File: src/rtl/pld_out_cell_pkg.sv
package pld_out_cell_pkg;
  typedef enum logic {
    PATH_REG  = 1'b0,
    PATH_COMB = 1'b1
  } path_e;

  typedef enum logic {
    POL_LOW  = 1'b0,
    POL_HIGH = 1'b1
  } pol_e;

  typedef struct packed {
    path_e path;
    pol_e  pol;
  } cell_cfg_t;
endpackage

File: src/rtl/pld_cell_flop.sv
module pld_cell_flop (
  input  logic clk,
  input  logic clr,
  input  logic set_sync,
  input  logic load_en,
  input  logic load_val,
  input  logic d,
  output logic q
);
  // clear is asynchronous and dominant; then preset, then preload, then data
  always_ff @(posedge clk or posedge clr) begin
    if (clr)           q <= 1'b0;
    else if (set_sync) q <= 1'b1;
    else if (load_en)  q <= load_val;
    else               q <= d;
  end
endmodule

File: src/rtl/pld_cell_route.sv
module pld_cell_route
  import pld_out_cell_pkg::*;
(
  input  cell_cfg_t cfg,
  input  logic      q,
  input  logic      sum,
  input  logic      pad_val,
  output logic      data_o,
  output logic      fb_o
);
  logic core;

  always_comb begin
    core   = (cfg.path == PATH_COMB) ? sum : q;
    data_o = (cfg.pol == POL_HIGH) ? core : ~core;
    fb_o   = (cfg.path == PATH_COMB) ? pad_val : ~q;
  end
endmodule

File: src/rtl/pld_out_cell.sv
module pld_out_cell
  import pld_out_cell_pkg::*;
#(
  parameter int NCELL = 4
) (
  input  logic             clk,
  input  logic             arst,
  input  logic             por,
  input  logic             preset,
  input  logic             preload_en,
  input  logic [NCELL-1:0] preload_data,
  input  logic [NCELL-1:0] cfg_path,
  input  logic [NCELL-1:0] cfg_pol,
  input  logic [NCELL-1:0] sum_in,
  input  logic [NCELL-1:0] oe_term,
  input  logic [NCELL-1:0] pin_in,
  output logic [NCELL-1:0] pin_data,
  output logic [NCELL-1:0] pin_oe,
  output logic [NCELL-1:0] fb_out
);
  logic             clr_all;
  logic [NCELL-1:0] flop_q;

  assign clr_all = arst | por;

  for (genvar i = 0; i < NCELL; i++) begin : g_cell
    cell_cfg_t cfg_i;
    assign cfg_i.path = path_e'(cfg_path[i]);
    assign cfg_i.pol  = pol_e'(cfg_pol[i]);

    pld_cell_flop u_flop (
      .clk      (clk),
      .clr      (clr_all),
      .set_sync (preset),
      .load_en  (preload_en),
      .load_val (preload_data[i]),
      .d        (sum_in[i]),
      .q        (flop_q[i])
    );

    pld_cell_route u_route (
      .cfg     (cfg_i),
      .q       (flop_q[i]),
      .sum     (sum_in[i]),
      .pad_val (pin_in[i]),
      .data_o  (pin_data[i]),
      .fb_o    (fb_out[i])
    );

    assign pin_oe[i] = oe_term[i];
  end
endmodule

File: config.mk
export PLATFORM = sky130hd
export DESIGN_NAME = pld_out_cell
export DESIGN_NICKNAME = d
export VERILOG_FILES = /design/src/rtl/pld_out_cell_pkg.sv /design/src/rtl/pld_cell_flop.sv /design/src/rtl/pld_cell_route.sv /design/src/rtl/pld_out_cell.sv
export SDC_FILE = /design/constraint.sdc
export NUM_CORES = 1
export LEC_CHECK = 0
export ABC_AREA = 1
export CORE_MARGIN = 8
export CORE_UTILIZATION = 27
export CTS_CLUSTER_DIAMETER = 200
export CTS_CLUSTER_SIZE = 16
export DETAILED_ROUTE_END_ITERATION = 10
export PLACE_DENSITY_LB_ADDON = 0.15
export SYNTH_ARGS = -nofsm -noshare
export SYNTH_HDL_FRONTEND = slang
export SYNTH_SLANG_ARGS = --single-unit
File: constraint.sdc
create_clock -name clk -period 0.97 [get_ports clk]
set_clock_uncertainty 0.2 [all_clocks]
set_input_delay 0.2425 -clock clk [delete_from_list [all_inputs] [get_ports clk]]
set_output_delay 0.2425 -clock clk [all_outputs]
set_load 0.01 [all_outputs]
After elaboration in Yosys (flattened, before gate mapping)
Index checks and enable logic that the tools add are counted.
- bits in registers: 4
- input bits: 29
- output and inout bits: 12
- logic and storage cells: 33
- mux-type cells: 20
- bitwise logic cells: 9
- operator list (operator ; count):
    $mux 1 ; 20
    $not 1->1 ; 8
    $or 1x1->1 ; 1

Depth between registers and ports, before layout
Gate-level depths: netlist of the first run.
- depth after elaboration: 3
- mapped depth: 5
- gate-level depth less buffers: 4

Modules after synthesis
Synthesis of the first run repeated with hierarchy kept, for this count alone.
- cell total of the unflattened synthesis: 71
- area total of the unflattened synthesis: 431.7 um^2
- by module, submodules not included (module ; times used ; cells each ; area an instance (um^2) ; sequential area each (um^2)):
    pld_cell_flop ; 4 ; 7 ; 56.3 ; 25.0
    pld_cell_route ; 4 ; 9 ; 41.3 ; 0.0
    pld_out_cell ; 1 ; 7 ; 41.3 ; 0.0

Worst setup path after synthesis of the first run
Ideal clock, no wire load.
- path kind: flip-flop to output port
- from: register g_cell[0].u_flop.q
- to: output pin_data[0]
- data arrival time: 0.672 ns
- data required time: 0.527 ns
- slack: -0.145 ns
- cell stages (with the launch flop): 6
- path buffers: 1
- cells stage by stage: dfrtp_1 inv_1 nand2_2 nand3_2 nand2_1 buf_4
- longest elaborated chain between the ends: 3
- RTL lines (item ; RTL line ; text):
    start, declared ; pld_cell_flop.sv:8 ; output logic q
    start signal, assigned ; pld_cell_flop.sv:14 ; else if (load_en) q <= load_val;
    $mux 1 * ; pld_cell_route.sv:14 ; core = (cfg.path == PATH_COMB) ? sum : q;
    $not 1->1 ; pld_cell_route.sv:15 ; data_o = (cfg.pol == POL_HIGH) ? core : ~core;
    $mux 1 * ; pld_cell_route.sv:15 ;
    end, declared ; pld_out_cell.sv:17 ; output logic [NCELL-1:0] pin_data,
Every way passes the cells marked *; elsewhere a longest branch is shown, timed or not.

Final worst setup path of the first run
- from: register g_cell[2].u_flop.q
- to: output pin_data[2]
- longest elaborated chain between the ends: 3
- RTL lines (item ; RTL line):
    start, declared ; pld_cell_flop.sv:8
    start signal, assigned ; pld_cell_flop.sv:14
    $mux 1 * ; pld_cell_route.sv:14
    $not 1->1 ; pld_cell_route.sv:15
    $mux 1 * ; pld_cell_route.sv:15
Marked as above.

==> results of run 1 <==
[layout make-up]
class	instances	area share
repair buffers	38	0.421
multi-input cells	45	0.304
flip-flops and latches	4	0.135
inverters	16	0.0811
clock buffers	3	0.0304
well taps	17	0.0287
[logic make-up (layout without fill, tap and decap cells)]
logic type / count (synthesis) / after routing
buffers and inverters: 28 / 57
DFF: 4 / 4
AOI/OAI and AO/OA: 8 / 8
and+or+nand+nor: 37 / 37
[cells in the final DEF (no fill, tap or decap)]
cell / count
nand2_1: 23
o21ai_0: 1
clkdlybuf4s50_1: 5
dfrtp_1: 4
dlygate4sd2_1: 18
buf_4: 6
buf_6: 1
nand3_2: 4
inv_2: 6
o21ai_1: 3
dlymetal6s2s_1: 1
nand3_1: 4
buf_2: 7
a21oi_1: 3
clkbuf_4: 3
nand2_2: 5
nor2_1: 1
inv_1: 10
a21oi_2: 1
[through the flow]
stage	power, mW	setup WS, ps
2_1_floorplan	0.343	-145
3_3_place_gp	0.483	-1030
3_5_place_dp	0.484	-1030
4_1_cts	0.650	-434
5_1_grt	0.708	-491
6_report	0.642	-407
[report_power, final]
part           switching [mW]  internal [mW]  total, mW
logic                   0.114          0.136      0.251
registers             0.00570          0.179      0.185
clock network          0.0681          0.138      0.206
total                   0.188          0.454      0.642
[metal layers]
| layer | vias up | wire length [um] | GRT usage |
|---|---|---|---|
| met5 | - | 0 | 0 |
| met4 | 0 | 0 | 0.0140 |
| met3 | 0 | 121 | 0.0574 |
| met2 | 22 | 560 | 0.132 |
| met1 | 214 | 496 | 0.0770 |
| li1 | 283 | - | - |
[worst max path at each step]
stage | startpoint | end | depth (start not counted)
floorplan | g_cell[0].u_flop.q | pin_data[0] | 5
global placement | cfg_path[0] | pin_data[0] | 6
detailed placement | cfg_path[1] | pin_data[1] | 6
CTS | g_cell[2].u_flop.q | pin_data[2] | 5
global route | g_cell[1].u_flop.q | pin_data[1] | 5
finish | g_cell[2].u_flop.q | pin_data[2] | 5
[worst max-delay path: stages, from the launching register on]
cell	delay, ps
dfrtp_1	370
inv_1	60
nand2_2	50
nand3_2	50
nand2_1	40
buf_2	130
[what timing repair did]
item / in CTS / in global routing
pin swaps: 3 / 6
hold buffers: 0 / 0
endpoints found under the setup margin: 12 / 12
resized for setup: 51 / 8
setup buffers: 1 / 0
==> qor.yml, run 1 <==
peakVddDrop_v: 0.000596
hold-path-cell-count: 3
diodes: 0
min_period_over_period: 1.42
first_pass_iters: 4
grt_setup_unrepaired: "true"
drv_slew: 0
biggestRegsByFlops: "g_cell.u_flop.q x4"
num_rows: 15
ys_types: 11
area_growth_pct: 57.9
fin_util: 0.439
finalHoldViolCount: 0
yosysWarnings: 0
yosysTopAreaCell: "dfrtp_1"
netlist_instances: 77
ant_nets: 0
dieWidth_um: 57.7
stdcell_count: 123
ys.flop_type: "dfrtp_1"
startpoint_type: "register"
grt_max_degree: 9
dr_total_vias: 519
die_height_um: 57.7
slew_headroom: 0.814
maxCapViolCount: 0
multi_input_area_um2: 225
drt_wl_total_um: 1180
yosysTopAreaCellShare: 0.213
period_needed_ps: 1380
drt_iter0_drc: 6
n_fill_cell: 193
cts.sinks: 4
largest_reg_flops: 4
top_register: "g_cell.u_flop.q"
layout-drive-gt1-share: 0.311
place_area_um2: 758
wl_per_cell_um: 9.57
synth_compound_area_frac: 0.0853
antenna_found_initial: 0
root_buffer: "clkbuf_4"
setup_violations: 8
status: "complete, but fails checks"
synth_area_per_cell_um2: 6.09
die_area_um2: 3330
worstPathArrival_ps: 930
min_to: "g_cell[0].u_flop.q"
start_util: 0.278
violations: "setup timing"
design_area_um2: 741
cp.required_ps: 530
tightest_slew_ps: 279
synth-xor-area-share: 0
clk_path_buf_depth: 2
place_congestion: 0.718
cts_max_level: 1
yosys_register_bits: 4
power.density_nw_per_um2: 866
path_class: "reg -> out"
synth_common_cells: "nand2_1 (24), buf_4 (12), inv_1 (12)"
yosysSeqAreaShare: 0.213
p_leak_nw: 0.460
drc: 0
setup_slack_ps: -407
ys_async_sr_fraction: 1.00
synth.area.top_cells: "dfrtp_1 (21%), buf_4 (19%), nand2_1 (19%), inv_1 (9.6%), nand3_2 (8.5%)"
port_buffers: 32
synth_fa_ha_area_frac: 0
synth_top_family_by_area: "simple AND/OR/NAND/NOR gates"
tns_ps: -3050
clk_pin_slew_worst_paths_ps: 40
grt-ovfl-total: 0
whs_ps: 59.9
io_pins: 41
syn_nets: 106
synth_simple_gate_area_frac: 0.381
grt_pass1_wl_um: 2060
routed_via_density: 4.22
fp.coreArea_um2: 1690
numCtsBuffers: 3
max_freq_ghz: 0.726
cts_tree: "yes"
grtUsageTotal: 0.0783
dp_cells: 119
syn_area_um2: 469
holdCritPathClass: "in -> reg"
hp-start: "preload_data[0]"
grt_pass1_vias: 536
crit_fanout: 2
synth_mux_area_frac: 0
synth.most_common_cell: "nand2_1"
ff_latch_area_um2: 100
layout.nets: 137
synth-edff-count: 0
cp-end-kind: "primary output"
dp_hpwl_um: 1020
No activity file was read; power rests on OpenSTA's default activity.
==> inputs of run 2 (changes only) <==
CORE_MARGIN = 4   (was 8)
GPL_ROUTABILITY_DRIVEN = 0   (was default)
==> qor.yml, run 2 (synthesis gave the netlist of run 1 again) <==
cp-end-kind: "primary output"
drv_slew: 0
grt_max_degree: 9
fp.coreArea_um2: 1580
worstPathArrival_ps: 940
setup_slack_ps: -412
routed_via_density: 4.07
finalHoldViolCount: 0
largest_reg_flops: 4
start_util: 0.298
area_growth_pct: 53.1
crit_fanout: 2
diodes: 0
setup_violations: 8
grt_setup_unrepaired: "true"
tightest_slew_ps: 242
period_needed_ps: 1380
num_rows: 14
port_buffers: 32
power.density_nw_per_um2: 877
root_buffer: "clkbuf_4"
numCtsBuffers: 3
cts_tree: "yes"
n_fill_cell: 189
place_ws_ps: -1030
clk_pin_slew_worst_paths_ps: 40
met2_length_um: 528
drt_wl_total_um: 1050
antenna_found_initial: 0
layout.nets: 136
p_leak_nw: 0.441
routed.top_layer: "met3"
fin_util: 0.456
die_area_um2: 2470
maxCapViolCount: 0
cpPeakStageDelay_ps: 370
cp_num_cells: 5
dp_hpwl_um: 904
crit_family: "flip-flops"
first_pass_iters: 2
cp.required_ps: 530
slew_headroom: 0.839
min_period_over_period: 1.43
worstPathCellList: "inv_1 > nand2_2 > nand3_2 > nand2_1 > buf_2"
clk_path_buf_depth: 2
critPathSlowestCell: "dfrtp_1"
grt_pass1_vias: 394
dr_wl_met3_um: 105
violations: "setup timing"
top_register: "g_cell.u_flop.q"
grtUsageTotal: 0.0842
wl_met1_um: 418
biggestRegsByFlops: "g_cell.u_flop.q x4"
grt-ovfl-total: 0
max_freq_ghz: 0.723
cts.sinks: 4
drt_iter0_drc: 1
peakVddDrop_v: 0.000680
drc: 0
crit_end: "pin_data[2]"
dieWidth_um: 49.7
path_class: "reg -> out"
cp.buffers_inverters: 2
io_pins: 41
startpoint: "g_cell[2].u_flop.q"
startpoint_type: "register"
die_height_um: 49.7
holdCritPathClass: "in -> async"
dr_total_vias: 493
ant_nets: 0
status: "complete, but fails checks"
grt_pass1_wl_um: 1580
layout_common_cells: "nand2_1 (24), dlygate4sd2_1 (17), inv_1 (9)"
wl_per_cell_um: 8.70
final_common_cell: "nand2_1"
cts_hold_buf: 0
layout-drive-gt1-share: 0.295
cts_max_level: 1
-- run 2: per-layer routing --
metal  up-vias  track usage
met3         0       0.0572
met4         0       0.0138
met1       199       0.0842
li1        278            -
met5         -            0
met2        16        0.145
-- run 2: timing repair --
item,in CTS,in global routing
setup buffers,0,0
pin swaps,3,2
resized for setup,50,4
setup endpoints to repair,12,10
gates cloned,0,0
-- run 2: area by class of cell --
type / instances / area, um^2 / area share
clock buffers: 3 / 22.5 / 0.0314
inverters: 16 / 60.1 / 0.0836
multi-input cells: 45 / 219 / 0.305
flip-flops and latches: 4 / 100 / 0.139
well taps: 16 / 20.0 / 0.0279
repair buffers: 37 / 297 / 0.413
-- run 2: per-stage QoR --
step                hold WS [ps]  setup TNS (ps)  instances  total power [mW]  cell area, um^2
floorplan                   -116            -915         77             0.343              469
global route                 109           -3660        121             0.691              718
CTS                          105           -3230        121             0.643              718
finish                       106           -3090        121             0.630              718
global placement             285           -9130        118             0.480              757
detailed placement           285           -9270        118             0.482              757
-- run 2: worst min path at each step --
stage,end,cells past startpoint
5_1_grt,g_cell[2].u_flop.q,3
6_report,g_cell[2].u_flop.q,3
3_5_place_dp,pin_oe[0],0
2_1_floorplan,g_cell[0].u_flop.q,1
4_1_cts,g_cell[1].u_flop.q,3
3_3_place_gp,pin_oe[0],0
-- run 2: power breakdown --
| part | switching (mW) | leakage, nW | internal [mW] |
|---|---|---|---|
| clock network | 0.0659 | 0.0138 | 0.138 |
| logic | 0.110 | 0.381 | 0.130 |
| registers | 0.00627 | 0.0456 | 0.179 |
| total | 0.183 | 0.441 | 0.447 |
